## config.mk

```make
export PLATFORM = sky130hd
export DESIGN_NAME = xtrig_matrix
export DESIGN_NICKNAME = d
export VERILOG_FILES = /design/src/rtl/xtrig_pkg.sv /design/src/rtl/xtrig_lock.sv /design/src/rtl/xtrig_regs.sv /design/src/rtl/xtrig_route.sv /design/src/rtl/xtrig_matrix.sv
export SDC_FILE = /design/constraint.sdc
export NUM_CORES = 1
export LEC_CHECK = 0
export BUFFER_PORTS_ARGS = -buffer_cell sky130_fd_sc_hd__buf_2
export CAP_MARGIN = 20
export CORE_MARGIN = 1
export CORE_UTILIZATION = 25
export CTS_CLUSTER_DIAMETER = 30
export DETAILED_ROUTE_END_ITERATION = 6
export PLACE_DENSITY = 0.55
export SLEW_MARGIN = 20
export SYNTH_ARGS = -nofsm -noshare
export SYNTH_HDL_FRONTEND = slang
export SYNTH_SLANG_ARGS = --single-unit
```

## constraint.sdc

```tcl
create_clock -name clk -period 2.6 [get_ports clk]
set_input_delay 0.13 -clock clk [delete_from_list [all_inputs] [get_ports clk]]
set_output_delay 0.13 -clock clk [all_outputs]
set_load 0.01 [all_outputs]
```

## src/rtl/xtrig_pkg.sv

```systemverilog
package xtrig_pkg;
    localparam logic [31:0] UNLOCK_KEY = 32'hC5AC_CE55;

    // word offsets (byte offset >> 2)
    localparam logic [9:0] W_CTRL     = 10'h000;
    localparam logic [9:0] W_ACK      = 10'h004;
    localparam logic [9:0] W_APPSET   = 10'h005;
    localparam logic [9:0] W_APPCLR   = 10'h006;
    localparam logic [9:0] W_APPPULSE = 10'h007;
    localparam logic [9:0] W_IN0      = 10'h008;
    localparam logic [9:0] W_OUT0     = 10'h028;
    localparam logic [9:0] W_TIN      = 10'h04C;
    localparam logic [9:0] W_TOUT     = 10'h04D;
    localparam logic [9:0] W_CHIN     = 10'h04E;
    localparam logic [9:0] W_CHOUT    = 10'h04F;
    localparam logic [9:0] W_LOCKACC  = 10'h3EC;
    localparam logic [9:0] W_LOCKSTAT = 10'h3ED;

    typedef enum logic {
        LK_OPEN   = 1'b0,
        LK_LOCKED = 1'b1
    } lock_state_t;
endpackage

```

## src/rtl/xtrig_lock.sv

```systemverilog
module xtrig_lock
    import xtrig_pkg::*;
(
    input  logic        clk,
    input  logic        rst_n,
    input  logic [9:0]  wi,
    input  logic        we,
    input  logic [31:0] wdata,
    output logic        locked
);
    lock_state_t state_q, state_d;
    logic        hit;

    assign hit = we && (wi == W_LOCKACC);

    always_comb begin
        state_d = state_q;
        unique case (state_q)
            LK_LOCKED: if (hit && wdata == UNLOCK_KEY) state_d = LK_OPEN;
            LK_OPEN:   if (hit && wdata != UNLOCK_KEY) state_d = LK_LOCKED;
            default:   state_d = LK_LOCKED;
        endcase
    end

    always_ff @(posedge clk or negedge rst_n) begin
        if (!rst_n) state_q <= LK_LOCKED;
        else        state_q <= state_d;
    end

    always_comb begin
        locked = (state_q == LK_LOCKED);
    end

    assert_key_opens_R2: assert property (@(posedge clk) disable iff (!rst_n)
        (hit && wdata == UNLOCK_KEY) |=> !locked);
    assert_badkey_locks_R2: assert property (@(posedge clk) disable iff (!rst_n)
        (hit && wdata != UNLOCK_KEY) |=> locked);
endmodule

```

## src/rtl/xtrig_regs.sv

```systemverilog
module xtrig_regs
    import xtrig_pkg::*;
#(
    parameter int N_TIN  = 8,
    parameter int N_TOUT = 8,
    parameter int N_CH   = 4
) (
    input  logic                         clk,
    input  logic                         rst_n,
    input  logic [9:0]                   wi,
    input  logic                         we,
    input  logic [31:0]                  wdata,
    input  logic                         locked,
    input  logic [N_TIN-1:0]             tin_raw,
    input  logic [N_TOUT-1:0]            tout,
    input  logic [N_CH-1:0]              chan_evt,
    input  logic [N_CH-1:0]              chan_act,
    output logic                         en,
    output logic [N_TIN-1:0][N_CH-1:0]   in_mask,
    output logic [N_TOUT-1:0][N_CH-1:0]  out_mask,
    output logic [N_CH-1:0]              app_held,
    output logic [N_CH-1:0]              app_pulse,
    output logic [N_TOUT-1:0]            ack,
    output logic [31:0]                  rdata
);
    logic wr_ok;
    logic unused_wd;

    assign wr_ok     = we && !locked;
    assign unused_wd = ^wdata;

    always_comb begin
        ack = '0;
        if (wr_ok && wi == W_ACK) ack = wdata[N_TOUT-1:0];
    end

    always_ff @(posedge clk or negedge rst_n) begin
        if (!rst_n) begin
            en        <= 1'b0;
            app_held  <= '0;
            app_pulse <= '0;
            in_mask   <= '0;
            out_mask  <= '0;
        end else begin
            app_pulse <= '0;
            if (wr_ok) begin
                if (wi == W_CTRL)     en        <= wdata[0];
                if (wi == W_APPSET)   app_held  <= app_held | wdata[N_CH-1:0];
                if (wi == W_APPCLR)   app_held  <= app_held & ~wdata[N_CH-1:0];
                if (wi == W_APPPULSE) app_pulse <= wdata[N_CH-1:0];
                for (int n = 0; n < N_TIN; n++)
                    if (wi == 10'(W_IN0 + 10'(n)))  in_mask[n]  <= wdata[N_CH-1:0];
                for (int n = 0; n < N_TOUT; n++)
                    if (wi == 10'(W_OUT0 + 10'(n))) out_mask[n] <= wdata[N_CH-1:0];
            end
        end
    end

    always_comb begin
        rdata = '0;
        unique case (wi)
            W_CTRL:     rdata[0]        = en;
            W_APPSET:   rdata[N_CH-1:0] = app_held;
            W_TIN:      rdata[N_TIN-1:0]  = tin_raw;
            W_TOUT:     rdata[N_TOUT-1:0] = tout;
            W_CHIN:     rdata[N_CH-1:0] = chan_evt;
            W_CHOUT:    rdata[N_CH-1:0] = chan_act;
            W_LOCKSTAT: rdata[0]        = locked;
            default:    ;
        endcase
        for (int n = 0; n < N_TIN; n++)
            if (wi == 10'(W_IN0 + 10'(n)))  rdata[N_CH-1:0] = in_mask[n];
        for (int n = 0; n < N_TOUT; n++)
            if (wi == 10'(W_OUT0 + 10'(n))) rdata[N_CH-1:0] = out_mask[n];
    end

    assert_locked_hold_R3: assert property (@(posedge clk) disable iff (!rst_n)
        (locked && we && wi != W_LOCKACC) |=> ($stable(en) && $stable(in_mask) && $stable(out_mask)));
    assert_app_clear_R8: assert property (@(posedge clk) disable iff (!rst_n)
        (wr_ok && wi == W_APPCLR) |=> ((app_held & $past(wdata[N_CH-1:0])) == '0));
    assert_pulse_once_R9: assert property (@(posedge clk) disable iff (!rst_n)
        !(wr_ok && wi == W_APPPULSE) |=> (app_pulse == '0));
endmodule

```

## src/rtl/xtrig_route.sv

```systemverilog
module xtrig_route #(
    parameter int N_TIN  = 8,
    parameter int N_TOUT = 8,
    parameter int N_CH   = 4
) (
    input  logic                         clk,
    input  logic                         rst_n,
    input  logic                         en,
    input  logic [N_TIN-1:0]             tin,
    input  logic [N_TIN-1:0][N_CH-1:0]   in_mask,
    input  logic [N_TOUT-1:0][N_CH-1:0]  out_mask,
    input  logic [N_CH-1:0]              app_held,
    input  logic [N_CH-1:0]              app_pulse,
    input  logic [N_TOUT-1:0]            ack,
    output logic [N_CH-1:0]              chan_evt,
    output logic [N_CH-1:0]              chan_act,
    output logic [N_TOUT-1:0]            tout
);
    logic [N_TOUT-1:0] set_req;

    always_comb begin
        chan_evt = '0;
        for (int n = 0; n < N_TIN; n++)
            chan_evt = chan_evt | ({N_CH{tin[n]}} & in_mask[n]);
        chan_act = en ? (chan_evt | app_held | app_pulse) : '0;
    end

    for (genvar n = 0; n < N_TOUT; n++) begin : g_out
        assign set_req[n] = |(chan_act & out_mask[n]);
    end

    always_ff @(posedge clk or negedge rst_n) begin
        if (!rst_n)   tout <= '0;
        else if (!en) tout <= '0;
        else          tout <= (tout & ~ack) | set_req;
    end

    assert_disable_clears_R4: assert property (@(posedge clk) disable iff (!rst_n)
        !en |=> (tout == '0));
    assert_sticky_R7: assert property (@(posedge clk) disable iff (!rst_n)
        en |=> ((($past(tout) & ~$past(ack)) & ~tout) == '0));
endmodule

```

## src/rtl/xtrig_matrix.sv

```systemverilog
module xtrig_matrix
    import xtrig_pkg::*;
#(
    parameter int N_TIN  = 8,
    parameter int N_TOUT = 8,
    parameter int N_CH   = 4
) (
    input  logic              clk,
    input  logic              rst_n,
    input  logic [11:0]       bus_addr,
    input  logic              bus_we,
    input  logic [31:0]       bus_wdata,
    output logic [31:0]       bus_rdata,
    input  logic [N_TIN-1:0]  trig_in,
    output logic [N_TOUT-1:0] trig_out,
    output logic [N_CH-1:0]   chan_status
);
    logic [9:0]                  wi;
    logic                        unused_lsb;
    logic                        locked;
    logic                        en;
    logic [N_TIN-1:0][N_CH-1:0]  in_mask;
    logic [N_TOUT-1:0][N_CH-1:0] out_mask;
    logic [N_CH-1:0]             app_held, app_pulse, chan_evt, chan_act;
    logic [N_TOUT-1:0]           ack, tout;

    assign wi          = bus_addr[11:2];
    assign unused_lsb  = ^bus_addr[1:0];
    assign trig_out    = tout;
    assign chan_status = chan_act;

    xtrig_lock u_lock (
        .clk(clk), .rst_n(rst_n), .wi(wi), .we(bus_we),
        .wdata(bus_wdata), .locked(locked)
    );

    xtrig_regs #(.N_TIN(N_TIN), .N_TOUT(N_TOUT), .N_CH(N_CH)) u_regs (
        .clk(clk), .rst_n(rst_n), .wi(wi), .we(bus_we), .wdata(bus_wdata),
        .locked(locked), .tin_raw(trig_in), .tout(tout), .chan_evt(chan_evt),
        .chan_act(chan_act), .en(en), .in_mask(in_mask), .out_mask(out_mask),
        .app_held(app_held), .app_pulse(app_pulse), .ack(ack), .rdata(bus_rdata)
    );

    xtrig_route #(.N_TIN(N_TIN), .N_TOUT(N_TOUT), .N_CH(N_CH)) u_route (
        .clk(clk), .rst_n(rst_n), .en(en), .tin(trig_in), .in_mask(in_mask),
        .out_mask(out_mask), .app_held(app_held), .app_pulse(app_pulse),
        .ack(ack), .chan_evt(chan_evt), .chan_act(chan_act), .tout(tout)
    );
endmodule

```

# ---- Yosys cells after proc, flatten, opt, wreduce, memory -nomap -nowiden
# Index checks and enable logic that the tools add are counted.
# Widths: inputs -> output; s select.
dict set report totals {
  ff_bits 82
  wordCells 144
}
dict set report classes {
  n_reduce_logical 34
  bitwise_logic 32
  n_mux 29
  n_eq_ne 28
}
# cell n
set op_table {}
lappend op_table {{$mux 4} 21}
lappend op_table {{$eq 10x4->1 const B} 8}
lappend op_table {{$eq 10x6->1 const B} 8}
lappend op_table {{$and 4x4->4} 17}
lappend op_table {{$eq 10x3->1 const B} 4}
lappend op_table {{$eq 10x7->1 const B} 4}
lappend op_table {{$or 4x4->4} 10}
lappend op_table {{$reduce_and 2->1} 18}
lappend op_table {{$eq 32x32->1 const B} 1}
lappend op_table {{$ne 32x32->1 const B} 1}
lappend op_table {{$reduce_or 4->1} 8}
lappend op_table {{$eq 10x10->1 const B} 2}
lappend op_table {{$mux 8} 2}
lappend op_table {{$pmux 3 s5} 1}
lappend op_table {{$logic_not 10->1} 1}
lappend op_table {{$and 8x8->8} 1}
lappend op_table {{$not 8->8} 1}
lappend op_table {{$or 8x8->8} 1}
lappend op_table {{$pmux 4 s2} 1}
lappend op_table {{$pmux 1 s7} 1}
lappend op_table {{$logic_and 1x1->1} 5}
lappend op_table {{$not 4->4} 1}
lappend op_table {{$mux 1} 2}
lappend op_table {{$pmux 1 s2} 1}
lappend op_table {{other kinds (3)} 3}

# ---- Depth between registers and ports, before layout
dict set report logic_depth {
  depth_word 28
  ltp_mapped 9
  mapped_depth_nobuf 7
}

# ---- By module
# Synthesis repeated with hierarchy kept, for this count alone.
dict set report unflattened {
  hier_cells 531
  hier_area_um2 5495.3
}
# module cells_per_inst area_per_inst_um2 instances
set modules_own_cells {}
lappend modules_own_cells {xtrig_regs 415 4405.5 1}
lappend modules_own_cells {xtrig_route 98 897.1 1}
lappend modules_own_cells {xtrig_lock 18 192.7 1}

# ---- Least setup slack after synthesis
# OpenSTA, ideal clock, no wires.
dict set report synth_path {
  path_kind {input port to output port}
  startpoint {input port bus_addr[2]}
  endpoint {output port bus_rdata[3]}
  cell_stages 9
  arrival_ps 1834
  path_slack_ps 636
  path_cell_list {buf_2 or4b_1 buf_2 nor3_4 a22oi_1 and4_1 a21oi_1 a2111oi_1 o21ai_1}
}
dict set report synth_between {
  elab_chain_len 18
}
# item line_no
set synth_rtl {}
lappend synth_rtl {{start, declared} xtrig_matrix.sv:10} ;# input logic [11:0] bus_addr,
lappend synth_rtl {{$eq 10x7->1 / $eq 10x3->1 (equally long branches)} xtrig_regs.sv:61} ;# unique case (wi)
lappend synth_rtl {{$pmux 3 s5} xtrig_regs.sv:61}
lappend synth_rtl {{$mux 4 (8 in a row)} xtrig_regs.sv:72} ;# if (wi == 10'(W_IN0 + 10'(n))) rdata[N_CH-1:0] = in_mask[n];
lappend synth_rtl {{$mux 4 (7 in a row)} xtrig_regs.sv:74} ;# if (wi == 10'(W_OUT0 + 10'(n))) rdata[N_CH-1:0] = out_mask[n];
lappend synth_rtl {{$mux 4 (*)} xtrig_regs.sv:74}
lappend synth_rtl {{end, declared} xtrig_matrix.sv:13} ;# output logic [31:0] bus_rdata,
# Every way passes the cells marked *; elsewhere a longest branch is shown, timed or not.

# ---- Worst setup path in the final report
dict set report layout_path {
  startpoint {register u_regs.in_mask[19] in the netlist's numbering}
  endpoint {output port bus_rdata[3]}
}
dict set report layout_between {
  elab_chain_len 25
}
# item line_no
set layout_rtl {}
lappend layout_rtl {{start, declared} xtrig_regs.sv:19} ;# output logic [N_TIN-1:0][N_CH-1:0] in_mask,
lappend layout_rtl {{start signal, assigned by index} xtrig_regs.sv:52} ;# if (wi == 10'(W_IN0 + 10'(n))) in_mask[n] <= wdata[N_CH-1:0];
lappend layout_rtl {{$and 4x4->4} xtrig_route.sv:24} ;# chan_evt = chan_evt | ({N_CH{tin[n]}} & in_mask[n]);
lappend layout_rtl {{$or 4x4->4 (4 in a row)} xtrig_route.sv:24}
lappend layout_rtl {{$or 4x4->4 (2 in a row)} xtrig_route.sv:25} ;# chan_act = en ? (chan_evt | app_held | app_pulse) : '0;
lappend layout_rtl {{$mux 4} xtrig_route.sv:25}
lappend layout_rtl {{$pmux 3 s5} xtrig_regs.sv:61}
lappend layout_rtl {{$mux 4 (4 in a row)} xtrig_regs.sv:72}
lappend layout_rtl {{$mux 4 (*) (4 in a row)} xtrig_regs.sv:72}
lappend layout_rtl {{$mux 4 (*) (8 in a row)} xtrig_regs.sv:74}
# Marks and branches as above.

==> impl_metrics.tcl <==
set metrics [dict create \
    critPathMaxStageDelay_ns 0.42 \
    finalMaxSlewViolations 0 \
    r2r_slack_ns 0.53 \
    start_util_pct 25.9 \
    grt_pass1_wl_mm 26.9 \
    fin_nets 639 \
    cp.arrival_ns 2.42 \
    syn2layout_area_growth_pct 24.8 \
    clkLatencyLatePin_ns 0.34 \
    run_status "complete, but fails checks" \
    clk_pin_slew_worst_paths_ns 0.06 \
    combPwrFrac_pct 8.5 \
    cp-end-kind "output port" \
    numCtsBuffers 9 \
    synth_cell_types 66 \
    finClkSkew_ns 0.0112 \
    dp_cells 824 \
    p_seq_share_pct 44.1 \
    synthCells 483 \
    cts-htree-levels 3 \
    internal_power_uw 2250 \
    cts_tree "yes" \
    design.core.area_sq_mm 0.0190 \
    grt_pass1_vias 4527 \
    async_reset_ff_share_pct 100 \
    crit_required_ns 2.47 \
    clock_path_buffers 2 \
    path_delay_family "compound AO/OA/AOI/OAI gates" \
    post_drt_wl_per_cell_um 20.7 \
    setup.worst_path.start_class "register" \
    fin_crit_sh_pct 98.0 \
    fp-row-count 50 \
    portBuffers 72 \
    wirelength_mm 17.6 \
    synthMuxAreaShare_pct 15.3 \
    period_needed_ns 2.55 \
    vias 4584 \
    grt_usage_pct 17.8 \
    cp_num_buf_inv 1 \
    place.gp.congestion 0.930 \
    ir_worst_vdd_uv 328 \
    yosys.area_share.simple_pct 19.0 \
    rsz0062_at_grt "true" \
    yosys_warnings 0 \
    power_density_mw_per_mm2 486 \
    cts-root-buf "clkbuf_16" \
    switching_share_pct 24.3 \
    whs_ns 0.0654 \
    path_class "register to output port" \
    insertedDiodeCount 0 \
    p_sw_uw 723 \
    dpl-instance-area_sq_mm 0.00566 \
    firstDrtPassIters 7 \
    dieArea_sq_mm 0.0202 \
    synthesis.area_sq_mm 0.00490 \
    cp_max_fo 3 \
    critPathLaunch "u_regs.in_mask[19]" \
    ios 99 \
    synth_top_flop_cell "dfrtp_1" \
    yosysSeqAreaShare_pct 41.9 \
    hold_viol 0 \
    drc 1 \
    max_cap_violations 0 \
    hold_path_class "primary input to register" \
    p_leak_uw 0.00279 \
    max_freq_mhz 392 \
    clock_sinks 82 \
    synth-compound-area-share_pct 18.0 \
    report.final.setup_viol 0 \
    drive_above_1_share_pct 37.4 \
    violations "design-rule violations" \
    cp_slowest_cell "dfrtp_1" \
    post-dp-hpwl_mm 13.1 \
    instances_no_fill 849 \
    min_path_cells 3 \
    rr_startpoint "u_regs.in_mask[27]" \
    synth_edf_count 0 \
    synth_area_per_cell_sq_um 10.2 \
    r2r_end "u_route.tout[2]" \
    min_from "bus_we" \
    relSlewSlack_pct 34.0 \
    drtIter0Drc 514 \
    synthXorXnorAreaFrac_pct 0 \
    antenna_found_initial 0 \
    pwr-share-clk_pct 47.5 \
    die_w_um 142 \
    vias_per_cell 5.40 \
    post-route-util_pct 32.3 \
    die_h_um 142 \
    final_area_sq_mm 0.00612 \
    synth_top_family_by_area "simple AND/OR/NAND/NOR gates" \
    worst_pin_slew_ns 0.988 \
    synth_seq_cells 82 \
    ant_nets 0 \
    synthAdderAreaFrac_pct 0 \
    overflow 0 \
    r2r_cells 5 \
    path_cells "a22oi_1, and4_4, a2111oi_0, a211oi_1, a21oi_1, a2111oi_2, o21ai_1, buf_2" \
    grt_max_degree 83 \
]
==> stage by stage <==
| stage | total power (uW) | setup slack (ns) | setup TNS [ns] |
|---|---|---|---|
| after floorplan | 1460 | 0.636 | 0 |
| after global placement | 1570 | -0.124 | -0.124 |
| after detailed placement | 1570 | -0.0762 | -0.0762 |
| after CTS | 2970 | 0.0372 | 0 |
| after global routing | 3060 | -0.0766 | -0.0766 |
| final | 2970 | 0.0510 | 0 |
==> cells in the mapped netlist (3+ instances only) <==
master	instances	area, sq um
buf_2	3	15.0
a21oi_1	15	75.1
nor2_1	24	90.1
a221oi_1	4	35.0
a21boi_1	4	30.0
buf_4	24	180
and4_1	3	26.3
a222oi_1	9	90.1
a31oi_1	10	62.6
a22oi_1	30	225
nand3b_1	3	22.5
nor3_1	7	35.0
a21boi_0	7	52.6
and3_1	10	62.6
nand4_1	7	43.8
clkbuf_1	18	67.6
nand2b_1	3	18.8
nor2b_1	3	18.8
nor4_1	10	62.6
mux2_2	65	732
o211ai_1	3	22.5
a22o_1	10	87.6
nor3_2	3	30.0
nand2_1	48	180
dfrtp_1	81	2030
nor4b_1	3	26.3
o21ai_0	17	85.1
nand3_1	12	60.1
nor4bb_1	3	30.0
==> worst min-delay path, stage by stage <==
cell     delay (ns)
buf_2          0.10
nand3_1        0.07
o21ai_0        0.09
==> sequential cells by signal, summed over array words and instances (netlist names), named ones only <==
name / cells
u_regs.out_mask: 32
u_regs.in_mask: 32
u_route.tout: 8
u_regs.en: 1
u_regs.app_pulse: 4
==> final cells by class <==
class	instances	area (sq um)
flip-flops and latches	82	2050
inverters	2	7.51
clock buffers	10	239
repair buffers	114	684
fillers	1990	12800
clock inverters	6	87.6
multi-input cells	375	2720
well taps	260	325
==> per-layer routing <==
metal | global-route usage, % | part of all wire, %
met2 | 28.7 | 46
met4 | 6.51 | 3.0
met1 | 23.4 | 43
met3 | 3.80 | 8.1
met5 | 0 | 0
==> timing repair <==
item | CTS | global route
resized for setup | 9 | 5
setup buffers | 6 | 2
hold buffers | 0 | 1
pin swaps | 3 | 3
setup endpoints to repair | 2 | 3
endpoints found under the hold margin | 0 | 81
==> cell usage in the layout (no fill, tap or decap), drive strengths merged, types with 4 or more instances in the layout <==
cell type  instances
a21boi            11
a21oi             15
a221oi             4
a222oi             9
a22o              10
a22oi             30
a31oi             10
and3              10
buf              113
clkbuf            10
conb              24
dfrtp             81
mux2              65
nand2             48
nand3             12
nand4              7
nor2              26
nor3              12
nor4              11
nor4b              5
o21ai             18
==> power by group through the flow <==
stage          clock network (uW)  logic [uW]  registers (uW)
3_3_place_gp                    0         237            1330
2_1_floorplan                   0         129            1330
4_1_cts                      1420         245            1310
5_1_grt                      1470         275            1310
3_5_place_dp                    0         240            1330
6_report                     1410         251            1310
==> logic make-up (layout without fill, tap and decap cells) <==
logic type,Yosys count,count (layout)
compound gates,123,123
buf+inv,49,132
flops,82,82
mux,67,67
other cells,1,24
simple gates,161,161
==> how the worst max path moves through the flow <==
stage	endpoint	slack (ns)	cells after the start
floorplan	bus_rdata[3]	0.64	9
global placement	bus_rdata[2]	-0.12	9
detailed placement	bus_rdata[2]	-0.08	9
CTS	bus_rdata[3]	0.04	8
global route	bus_rdata[3]	-0.08	8
finish	bus_rdata[3]	0.05	8
Power figures use the tool's default switching activity.
